==> config.mk <==
export PLATFORM = sky130hd
export DESIGN_NAME = slice_alu
export DESIGN_NICKNAME = d
export VERILOG_FILES = /design/src/rtl/alu_pkg.sv /design/src/rtl/alu_ctl_decode.sv /design/src/rtl/alu_bit_slice.sv /design/src/rtl/alu_zero_detect.sv /design/src/rtl/slice_alu.sv
export SDC_FILE = /design/constraint.sdc
export NUM_CORES = 1
export LEC_CHECK = 0
export CAP_MARGIN = 20
export CORE_MARGIN = 2
export CORE_UTILIZATION = 50
export DETAILED_ROUTE_END_ITERATION = 16
export PLACE_DENSITY = 0.85
export SYNTH_ARGS = -nofsm -noshare
export SYNTH_HDL_FRONTEND = slang
export SYNTH_SLANG_ARGS = --single-unit
export TNS_END_PERCENT = 100
==> constraint.sdc <==
create_clock -name vclk -period 29.9
set_clock_uncertainty 0.15 [all_clocks]
set_input_delay 5.98 -clock vclk [all_inputs]
set_output_delay 5.98 -clock vclk [all_outputs]
set_load 0.1 [all_outputs]
==> src/rtl/alu_pkg.sv <==
// Package: shared widths and control-word encodings for the bit-slice ALU.
// Assumes the 4-bit control layout {invert_a, invert_b, select[1:0]}.
package alu_pkg;
    localparam int CTL_W = 4;
    localparam int SEL_W = 2;

    typedef enum logic [CTL_W-1:0] {
        CTL_AND  = 4'b0000,
        CTL_OR   = 4'b0001,
        CTL_ADD  = 4'b0010,
        CTL_SUB  = 4'b0110,
        CTL_SLT  = 4'b0111,
        CTL_NOR  = 4'b1100
    } alu_ctl_e;

    typedef enum logic [SEL_W-1:0] {
        SEL_AND  = 2'b00,
        SEL_OR   = 2'b01,
        SEL_SUM  = 2'b10,
        SEL_LESS = 2'b11
    } cell_sel_e;
endpackage

==> src/rtl/alu_ctl_decode.sv <==
// Module: alu_ctl_decode
// Splits the control word into the per-cell controls and flags control words
// outside the defined set. Assumes the encodings in alu_pkg.
module alu_ctl_decode
    import alu_pkg::*;
(
    input  logic [CTL_W-1:0] ctl,
    output logic             inv_a,
    output logic             inv_b,
    output cell_sel_e        sel,
    output logic             legal
);
    // Field extraction: the bit positions are the control contract.
    always_comb begin
        inv_a = ctl[3];
        inv_b = ctl[2];
        sel   = cell_sel_e'(ctl[1:0]);
    end

    // Legal-word check: only the six defined functions are accepted.
    always_comb begin
        unique case (ctl)
            CTL_AND, CTL_OR, CTL_ADD,
            CTL_SUB, CTL_SLT, CTL_NOR: legal = 1'b1;
            default:                   legal = 1'b0;
        endcase
    end
endmodule

==> src/rtl/alu_bit_slice.sv <==
// Module: alu_bit_slice
// One ALU cell: optional inversion of each operand bit, a full adder, and a
// four-way output selector (and / or / sum / less). Assumes the caller feeds
// the less input (only cell 0 receives a non-zero value).
module alu_bit_slice
    import alu_pkg::*;
(
    input  logic      a,
    input  logic      b,
    input  logic      inv_a,
    input  logic      inv_b,
    input  logic      cin,
    input  logic      less,
    input  cell_sel_e sel,
    output logic      res,
    output logic      sum,
    output logic      cout
);
    logic a_eff;
    logic b_eff;

    // Operand conditioning: invert A and/or B as the control asks.
    always_comb begin
        a_eff = a ^ inv_a;
        b_eff = b ^ inv_b;
    end

    // Full adder: three-input parity and majority carry.
    always_comb begin
        sum  = a_eff ^ b_eff ^ cin;
        cout = (a_eff & b_eff) | (a_eff & cin) | (b_eff & cin);
    end

    // Output selector.
    always_comb begin
        unique case (sel)
            SEL_AND:  res = a_eff & b_eff;
            SEL_OR:   res = a_eff | b_eff;
            SEL_SUM:  res = sum;
            SEL_LESS: res = less;
            default:  res = 1'b0;
        endcase
    end
endmodule

==> src/rtl/alu_zero_detect.sv <==
// Module: alu_zero_detect
// Reports whether a vector is all zeros using a NOR reduction.
// Assumes WIDTH >= 1.
module alu_zero_detect #(
    parameter int WIDTH = 32
) (
    input  logic [WIDTH-1:0] vec,
    output logic             is_zero
);
    // Reduction: high when no bit is set.
    always_comb is_zero = ~|vec;
endmodule

==> src/rtl/slice_alu.sv <==
// Module: slice_alu (top)
// Combinational integer ALU made of WIDTH replicated cells on one ripple carry
// chain. The signed less-than decision (sum sign xor overflow) is taken at the
// top cell and routed into cell 0. Undefined control words force the result to
// zero. Assumes WIDTH >= 2.
module slice_alu
    import alu_pkg::*;
#(
    parameter int WIDTH = 32
) (
    input  logic [WIDTH-1:0] op_a,
    input  logic [WIDTH-1:0] op_b,
    input  logic [CTL_W-1:0] alu_ctl,
    output logic [WIDTH-1:0] result,
    output logic             zero,
    output logic             carry_out,
    output logic             overflow
);
    localparam int MSB = WIDTH - 1;

    logic             inv_a;
    logic             inv_b;
    cell_sel_e        sel;
    logic             legal;
    logic [WIDTH:0]   carry;
    logic [WIDTH-1:0] cell_res;
    logic [WIDTH-1:0] cell_sum;
    logic             signed_less;

    alu_ctl_decode u_dec (
        .ctl   (alu_ctl),
        .inv_a (inv_a),
        .inv_b (inv_b),
        .sel   (sel),
        .legal (legal)
    );

    // Carry-in: inverting B plus one is the two's complement negation.
    always_comb carry[0] = inv_b;

    genvar i;
    generate
        for (i = 0; i < WIDTH; i++) begin : g_cell
            logic less_in;
            if (i == 0) begin : g_lsb
                assign less_in = signed_less;
            end else begin : g_upper
                assign less_in = 1'b0;
            end
            alu_bit_slice u_cell (
                .a     (op_a[i]),
                .b     (op_b[i]),
                .inv_a (inv_a),
                .inv_b (inv_b),
                .cin   (carry[i]),
                .less  (less_in),
                .sel   (sel),
                .res   (cell_res[i]),
                .sum   (cell_sum[i]),
                .cout  (carry[i+1])
            );
        end
    endgenerate

    // Top-cell flags: carry, signed overflow, overflow-corrected sign.
    always_comb begin
        carry_out   = carry[WIDTH];
        overflow    = carry[WIDTH] ^ carry[MSB];
        signed_less = cell_sum[MSB] ^ overflow;
    end

    // Output gating: undefined control words give zero.
    always_comb result = legal ? cell_res : '0;

    alu_zero_detect #(.WIDTH(WIDTH)) u_zero (
        .vec     (result),
        .is_zero (zero)
    );

    // Checks placed beside the cell chain and the output gating.
    always_comb begin
        if (legal) begin
            assert_chain_matches_adder_R3: assert (cell_sum ==
                ((op_a ^ {WIDTH{inv_a}}) + (op_b ^ {WIDTH{inv_b}}) + {{(WIDTH-1){1'b0}}, inv_b}))
                else $error("ripple chain disagrees with arithmetic sum");
        end
        if (alu_ctl == CTL_SLT) begin
            assert_slt_upper_clear_R5: assert (result[MSB:1] == '0)
                else $error("compare result has upper bits set");
            assert_slt_signed_R5: assert (result[0] == ($signed(op_a) < $signed(op_b)))
                else $error("signed compare wrong");
        end
        if (alu_ctl == CTL_NOR) begin
            assert_nor_value_R6: assert (result == ~(op_a | op_b))
                else $error("nor result wrong");
        end
        if (!legal) begin
            assert_illegal_zero_R8: assert (result == '0 && zero)
                else $error("undefined control word produced data");
        end
        if (alu_ctl == CTL_ADD) begin
            assert_add_overflow_R9: assert (overflow ==
                ((op_a[MSB] == op_b[MSB]) && (result[MSB] != op_a[MSB])))
                else $error("add overflow flag wrong");
        end
    end
endmodule

==> run_results.csv, run 1 <==
group,metric,value,unit
layout,n_clock_buffer,0,
layout,antenna_cells,0,
worst_hold_path,min_to,"result[0]",
timing,fin_crit_sh,92.5,%
synth,synth_nets,581,
die,row_count,29,
pwr,ir_worst_vdd,0.0000369,V
layout,fin_nets,662,
global_route,overflow,0,
timing,setup_viol,0,
synth,synth_cells,417,
timing,fin_tns_setup,0,ps
drt,wl_per_cell,13.6,um
pwr,p_leak,2.08,nW
clock_network,hold_buffers,0,
global_route,grt_max_degree,83,
timing,grt_setup_unrepaired,"no",
layout,seq_area,0,um^2
flow_run,drv_cap,0,
die,core,6390,um^2
die,start_util,52.1,%
setup_path,worst-path-max-fanout,2,
timing,worst_slew_pin_slew,998,ps
drt,final_antenna_net_count,0,
layout,layout-drive-gt1-share,2.02,%
timing,maxSlewViolCount,0,
drt,dr.pass1.iters,4,
die,die_w,85.6,um
drt,finalWirelength,7820,um
worst_hold_path,hold_depth,4,
clock_network,cts_setup_buffers,0,
pwr,power.total,0.125,mW
place,numPortBuffers,103,
timing,hold_viol,0,
worst_hold_path,hp-start,"alu_ctl[1]",
setup_path,crit_type,"in -> out",
timing,fmax,36.2,MHz
drt,drc,0,
setup_path,endpoint_kind,"output port",
drt,drt_iter0_drc,81,
place,gp_congestion,0.881,
setup_path,crit_slowest_cell,"clkdlybuf4s50_1",
setup_path,critical_path_arrival,21530,ps
timing,min_period,27660,ps
synth,ys_warn_count,0,
die,ios,103,
die,die-area,7320,um^2
clock_network,ctsResizeCount,0,
global_route,antenna_found_initial,0,
setup_path,worstPathRequired,23770,ps
layout,utilization,68.0,%
place,place_hpwl,6380,um
global_route,track_usage,21.5,%
layout,area_growth,30.5,%
drt,vias,2905,
layout,n_sequential_cell,0,
worst_hold_path,min_path_type,"in -> out",
setup_path,critPathMaxStageDelay,1180,ps
drt,vias_per_cell,5.07,
synth,synth_area,3330,um^2
timing,slew_headroom,33.2,%
setup_path,critPathLaunchType,"primary input",
synth,synth.distinct_cells,30,
global_route,grt_pass1_wl,13300,um
synth,avgSynthCellArea,7.98,um^2
die,fp.dieH,85.6,um
setup_path,crit_top_cell,"fa_1",
synth,yosysSeqAreaShare,0,%
global_route,grt_pass1_vias,3018,
pwr,p_per_area,28.9,nW/um^2
outcome,status,"completed",
[power by group]
part           total, mW  leakage [nW]  switching (mW)  internal, mW
Combinational      0.125          2.08          0.0824        0.0430
Clock                  0             0               0             0
Sequential             0             0               0             0
Total              0.125          2.08          0.0824        0.0430
[synthesized netlist by cell type]
library cell   n  area (um^2)
o22a_1        11         96.3
nand2_1       13         48.8
inv_1         66          248
o21ai_0       25          125
mux2_4         1         15.0
nor4_2         1         12.5
buf_4          2         15.0
nand2b_1       1         6.26
and2_1         5         31.3
buf_2          6         30.0
xnor2_1        1         8.76
or4_1          2         15.0
xor2_1        65          569
o31ai_1       13         97.6
a211o_1        1         8.76
buf_1          7         26.3
nor2b_1       26          163
nor3_1         1         5.00
o211ai_1       1         7.51
ha_1          64          801
a21oi_4        1         16.3
a211oi_1       1         7.51
o32a_1         7         70.1
a31oi_1        1         6.26
nor2_1        41          154
a21oi_1        3         15.0
nand4_1        5         31.3
and2_0         2         12.5
clkbuf_1      12         45.0
fa_1          32          641
[worst max-delay path: cells and delay by family]
family	cells	cell delay [ps]
and+or+nand+nor	4	1010
adders and majority gates	31	12110
xor gates and xnor gates	1	200
buffers and inverters	4	1880
AOI/OAI and AO/OA	3	320
[layout by cell type, fill, tap and decap left out]
master           Yosys  final
and2_1               5      5
nor2b_1             26     26
nand2_1             13     13
or4_1                2      2
nor3_1               1      1
a21oi_4              1      1
fa_1                32     32
and2_0               2      2
inv_1               66     66
o22a_1              11     11
a211oi_1             1      1
clkdlybuf4s50_1      0     99
o31ai_1             13     13
xnor2_1              1      1
o211ai_1             1      1
nand4_1              5      5
nand2b_1             1      1
o32a_1               7      7
nor2_1              41     41
mux2_4               1      1
nor4_2               1      1
buf_2                6      4
a211o_1              1      1
a21oi_1              3      3
a31oi_1              1      1
o21ai_0             25     25
xor2_1              65     65
ha_1                64     64
buf_4                2      3
[worst max path at each step]
| stage | startpoint | to | slack [ps] | depth (start not counted) |
|---|---|---|---|---|
| 6_report | op_a[0] | zero | 2240 | 43 |
| 5_1_grt | op_a[0] | zero | 1700 | 44 |
| 4_1_cts | op_a[0] | zero | 2260 | 43 |
| 3_5_place_dp | op_a[0] | zero | 2290 | 43 |
| 3_3_place_gp | alu_ctl[2] | zero | 2510 | 41 |
| 2_1_floorplan | alu_ctl[2] | zero | 2060 | 40 |
[layout make-up]
cell class                 count  area [um^2]
tap                           77         96.3
multi-input combinational    324         2960
timing repair buffer         106         1030
inverter                      66          248
fill                         527         2040
[routing by layer]
layer | global-route usage, % | part of all wire, % | up-vias
met4 | 1.59 | 0.41 | 0
met1 | 24.9 | 40 | 1384
li1 | - | - | 1443
met2 | 44.1 | 55 | 72
met3 | 1.73 | 4.8 | 6
met5 | 0 | 0 | -
[through the flow]
stage	cells	setup WS (ps)	area (um^2)	hold WS [ps]
finish	573	2240	4340	13450
global route	573	1700	4340	13500
CTS	573	2260	4340	13440
detailed placement	573	2290	4340	13430
global placement	573	2510	4340	13430
floorplan	417	2060	3330	12440
[cells by family after synthesis]
| group | Yosys count | share of synthesized area, % |
|---|---|---|
| AO/OA/AOI/OAI | 64 | 13.5 |
| multiplexers | 1 | 0.451 |
| adder cells (fa/ha/maj) | 96 | 43.3 |
| buffers and inverters | 93 | 10.9 |
| XOR/XNOR | 66 | 17.4 |
| AND/OR/NAND/NOR | 97 | 14.4 |
(Power assumes the default switching activity.)
==> inputs of run 2 (changes only) <==
--- a/config.mk
+++ b/config.mk
@@ -5,7 +5,6 @@
 export SDC_FILE = /design/constraint.sdc
 export NUM_CORES = 1
 export LEC_CHECK = 0
-export CAP_MARGIN = 20
 export CORE_MARGIN = 2
 export CORE_UTILIZATION = 50
 export DETAILED_ROUTE_END_ITERATION = 16
==> results of run 2 <==
Same layout as run 1: the final DEF is identical, and so are final timing and power.
==> inputs of run 3 (changes only) <==
--- a/config.mk
+++ b/config.mk
@@ -5,8 +5,9 @@
 export SDC_FILE = /design/constraint.sdc
 export NUM_CORES = 1
 export LEC_CHECK = 0
+export ABC_AREA = 1
 export CORE_MARGIN = 2
-export CORE_UTILIZATION = 50
+export CORE_UTILIZATION = 51
 export DETAILED_ROUTE_END_ITERATION = 16
 export PLACE_DENSITY = 0.85
 export SYNTH_ARGS = -nofsm -noshare
==> run 3 against run 2 <==
Fmax fell by 0.20%. Hold slack improved by 260 ps. Power rose by 9.3%. Critical endpoint unchanged. Final cell count rose by 26%. Critical path depth rose by 4. Synthesized cell count rose by 30%. Setup slack got worse by 56 ps. Critical path type unchanged. Via count rose by 16%. Global-route usage rose by 0.61 points. First-iteration DRC count rose by 81%. Sequential share of layout area did not move.
==> run_results.csv, run 3 <==
group,metric,value,unit
outcome,status,"completed",
timing,fin_crit_sh,92.7,%
clock_network,ctsResizeCount,0,
drt,dr.pass1.iters,4,
synth,yosys.cell_count.top_type,"nand2_1",
worst_hold_path,hp-start,"alu_ctl[0]",
die,row_count,30,
synth,synth.top_cell.area_share,22.3,%
layout,fin_nets,793,
global_route,grt_max_degree,37,
layout,multiInputGateArea,3020,um^2
global_route,track_usage,22.1,%
layout,stdcell_count,723,
drt,finalWirelength,8500,um
flow_run,drv_cap,0,
synth,ys_top_cells_by_count,"142 x nand2_1, 111 x inv_1, 64 x ha_1, 64 x xnor2_1, 61 x nor2_1",
timing,fin_tns_setup,0,ps
drt,highest_layer,"met4",
place,place_hpwl,7030,um
layout,fillerInstances,587,
synth,synth_cells,543,
synth,avgSynthCellArea,6.63,um^2
worst_hold_path,min_path_type,"in -> out",
global_route,grt_pass1_wl,14000,um
synth,synthSimpleGateAreaFrac,24.3,%
global_route,antenna_found_initial,0,
timing,grt_setup_unrepaired,"no",
setup_path,critPathMaxStageDelay,1170,ps
layout,final_area,4610,um^2
setup_path,endpoint_kind,"output port",
synth,synth_area_leaders,"ha_1 22%, fa_1 18%, xnor2_1 16%, nand2_1 15%, inv_1 12%",
die,die-area,7740,um^2
timing,setup_viol,0,
place,dp_cells,723,
layout,seq_area,0,um^2
place,dpl_cell_area,4610,um^2
setup_path,crit_start,"alu_ctl[3]",
synth,synth_area,3600,um^2
die,die_w,88,um
pwr,ir_worst_vdd,0.0000327,V
setup_path,critical_path_arrival,21580,ps
synth,synth_xor_xnor_area_share,15.6,%
layout,n_clock_buffer,0,
drt,wl_met3,429,um
die,core,6790,um^2
layout,n_sequential_cell,0,
drt,routedLengthMet1,3510,um
synth,ys_warn_count,0,
place,numPortBuffers,103,
drt,final_antenna_net_count,0,
timing,hold_viol,0,
drt,route.met2.wl,4450,um
timing,fmax,36.1,MHz
timing,worst_slew_pin_slew,1000,ps
timing,maxSlewViolCount,0,
clock_network,cts_setup_buffers,0,
layout,area_growth,28.2,%
layout,layout-drive-gt1-share,2.87,%
pwr,p_leak,2.37,nW
synth,yosysSeqAreaShare,0,%
setup_path,crit_type,"in -> out",
timing,slew_headroom,32.8,%
layout,antenna_cells,0,
drt,drc,0,
timing,min_period,27710,ps
layout,mostFrequentLayoutCells,"142 x nand2_1, 111 x inv_1, 101 x clkdlybuf4s50_1",
setup_path,crit_slowest_cell,"clkdlybuf4s50_1",
setup_path,critPathLaunchType,"primary input",
synth,synth-compound-area-share,3.86,%
drt,wl_per_cell,11.8,um
global_route,grt_pass1_vias,3163,
die,fp.dieH,88,um
layout,final_common_cell,"nand2_1",
die,start_util,53.0,%
global_route,overflow,0,
synth,synth_top_family_by_area,"adder cells",
drt,vias_per_cell,4.66,
synth,synth_adder_area_share,40.1,%
clock_network,hold_buffers,0,
setup_path,setup.worst_path.end,"zero",
setup_path,crit_top_cell,"fa_1",
synth,synth.distinct_cells,21,
synth,synth_nets,707,
synth,synth_top_area_cell,"ha_1",
place,gp_congestion,0.851,
drt,drt_iter0_drc,147,
pwr,p_per_area,29.7,nW/um^2
setup_path,worstPathRequired,23770,ps
setup_path,worst-path-max-fanout,20,
synth,synthMuxAreaShare,0,%
drt,vias,3369,
die,ios,103,
==> run 3: cell count changes after synthesis, moves of 12 or more <==
cell and delta:
nor2b_1 -26, nor2_1 +20, xnor2_1 +63, inv_1 +45
nand2_1 +129, o31ai_1 -13, clkbuf_1 -12, xor2_1 -65
==> run 3: how the worst min path moves through the flow <==
stage	slack [ps]	endpoint	cells past startpoint
CTS	13720	result[28]	7
floorplan	12350	result[21]	5
detailed placement	13710	result[28]	7
global route	13770	result[28]	7
finish	13710	result[28]	7
global placement	13700	result[8]	7
==> run 3: area by class of cell <==
cell class | instances | area share [%]
Multi-Input combinational cell | 406 | 65.3
Inverter | 114 | 9.27
Timing Repair Buffer | 107 | 22.8
Tap cell | 96 | 2.60
==> run 3: through the flow <==
| stage | utilization (%) | power [mW] | hold slack (ps) | worst slack (ps) |
|---|---|---|---|---|
| after CTS | 67.9 | 0.138 | 13720 | 2190 |
| after global routing | 67.9 | 0.151 | 13770 | 1650 |
| after detailed placement | 67.9 | 0.138 | 13710 | 2210 |
| final | 67.9 | 0.137 | 13710 | 2190 |
| after floorplan | - | 0.104 | 12350 | 3170 |
| after global placement | 67.9 | 0.133 | 13700 | 2490 |
==> run 3: per-layer routing <==
metal / GRT usage (%) / up-vias
met4: 3.50 / 0
li1: - / 1708
met2: 42.4 / 101
met1: 27.0 / 1546
met5: 0 / -
met3: 2.26 / 14
==> run 3: report_power, final <==
group / switching [mW] / total, mW / internal, mW
Clock: 0 / 0 / 0
Combinational: 0.0912 / 0.137 / 0.0459
Sequential: 0 / 0 / 0
==> run 3: kinds of logic (layout without fill, tap and decap cells) <==
logic type | Yosys count | count (layout)
AO/OA/AOI/OAI | 27 | 27
XOR/XNOR | 64 | 64
adder cells (fa/ha/maj) | 96 | 96
buffers and inverters | 137 | 221
AND/OR/NAND/NOR | 219 | 219
==> run 3: worst max-delay path: cells and delay by family <==
family	cells	cell delay, ps
fa+ha+maj	31	12330
compound gates	2	270
buf+inv	5	2170
xor+xnor	1	150
simple gates	8	660
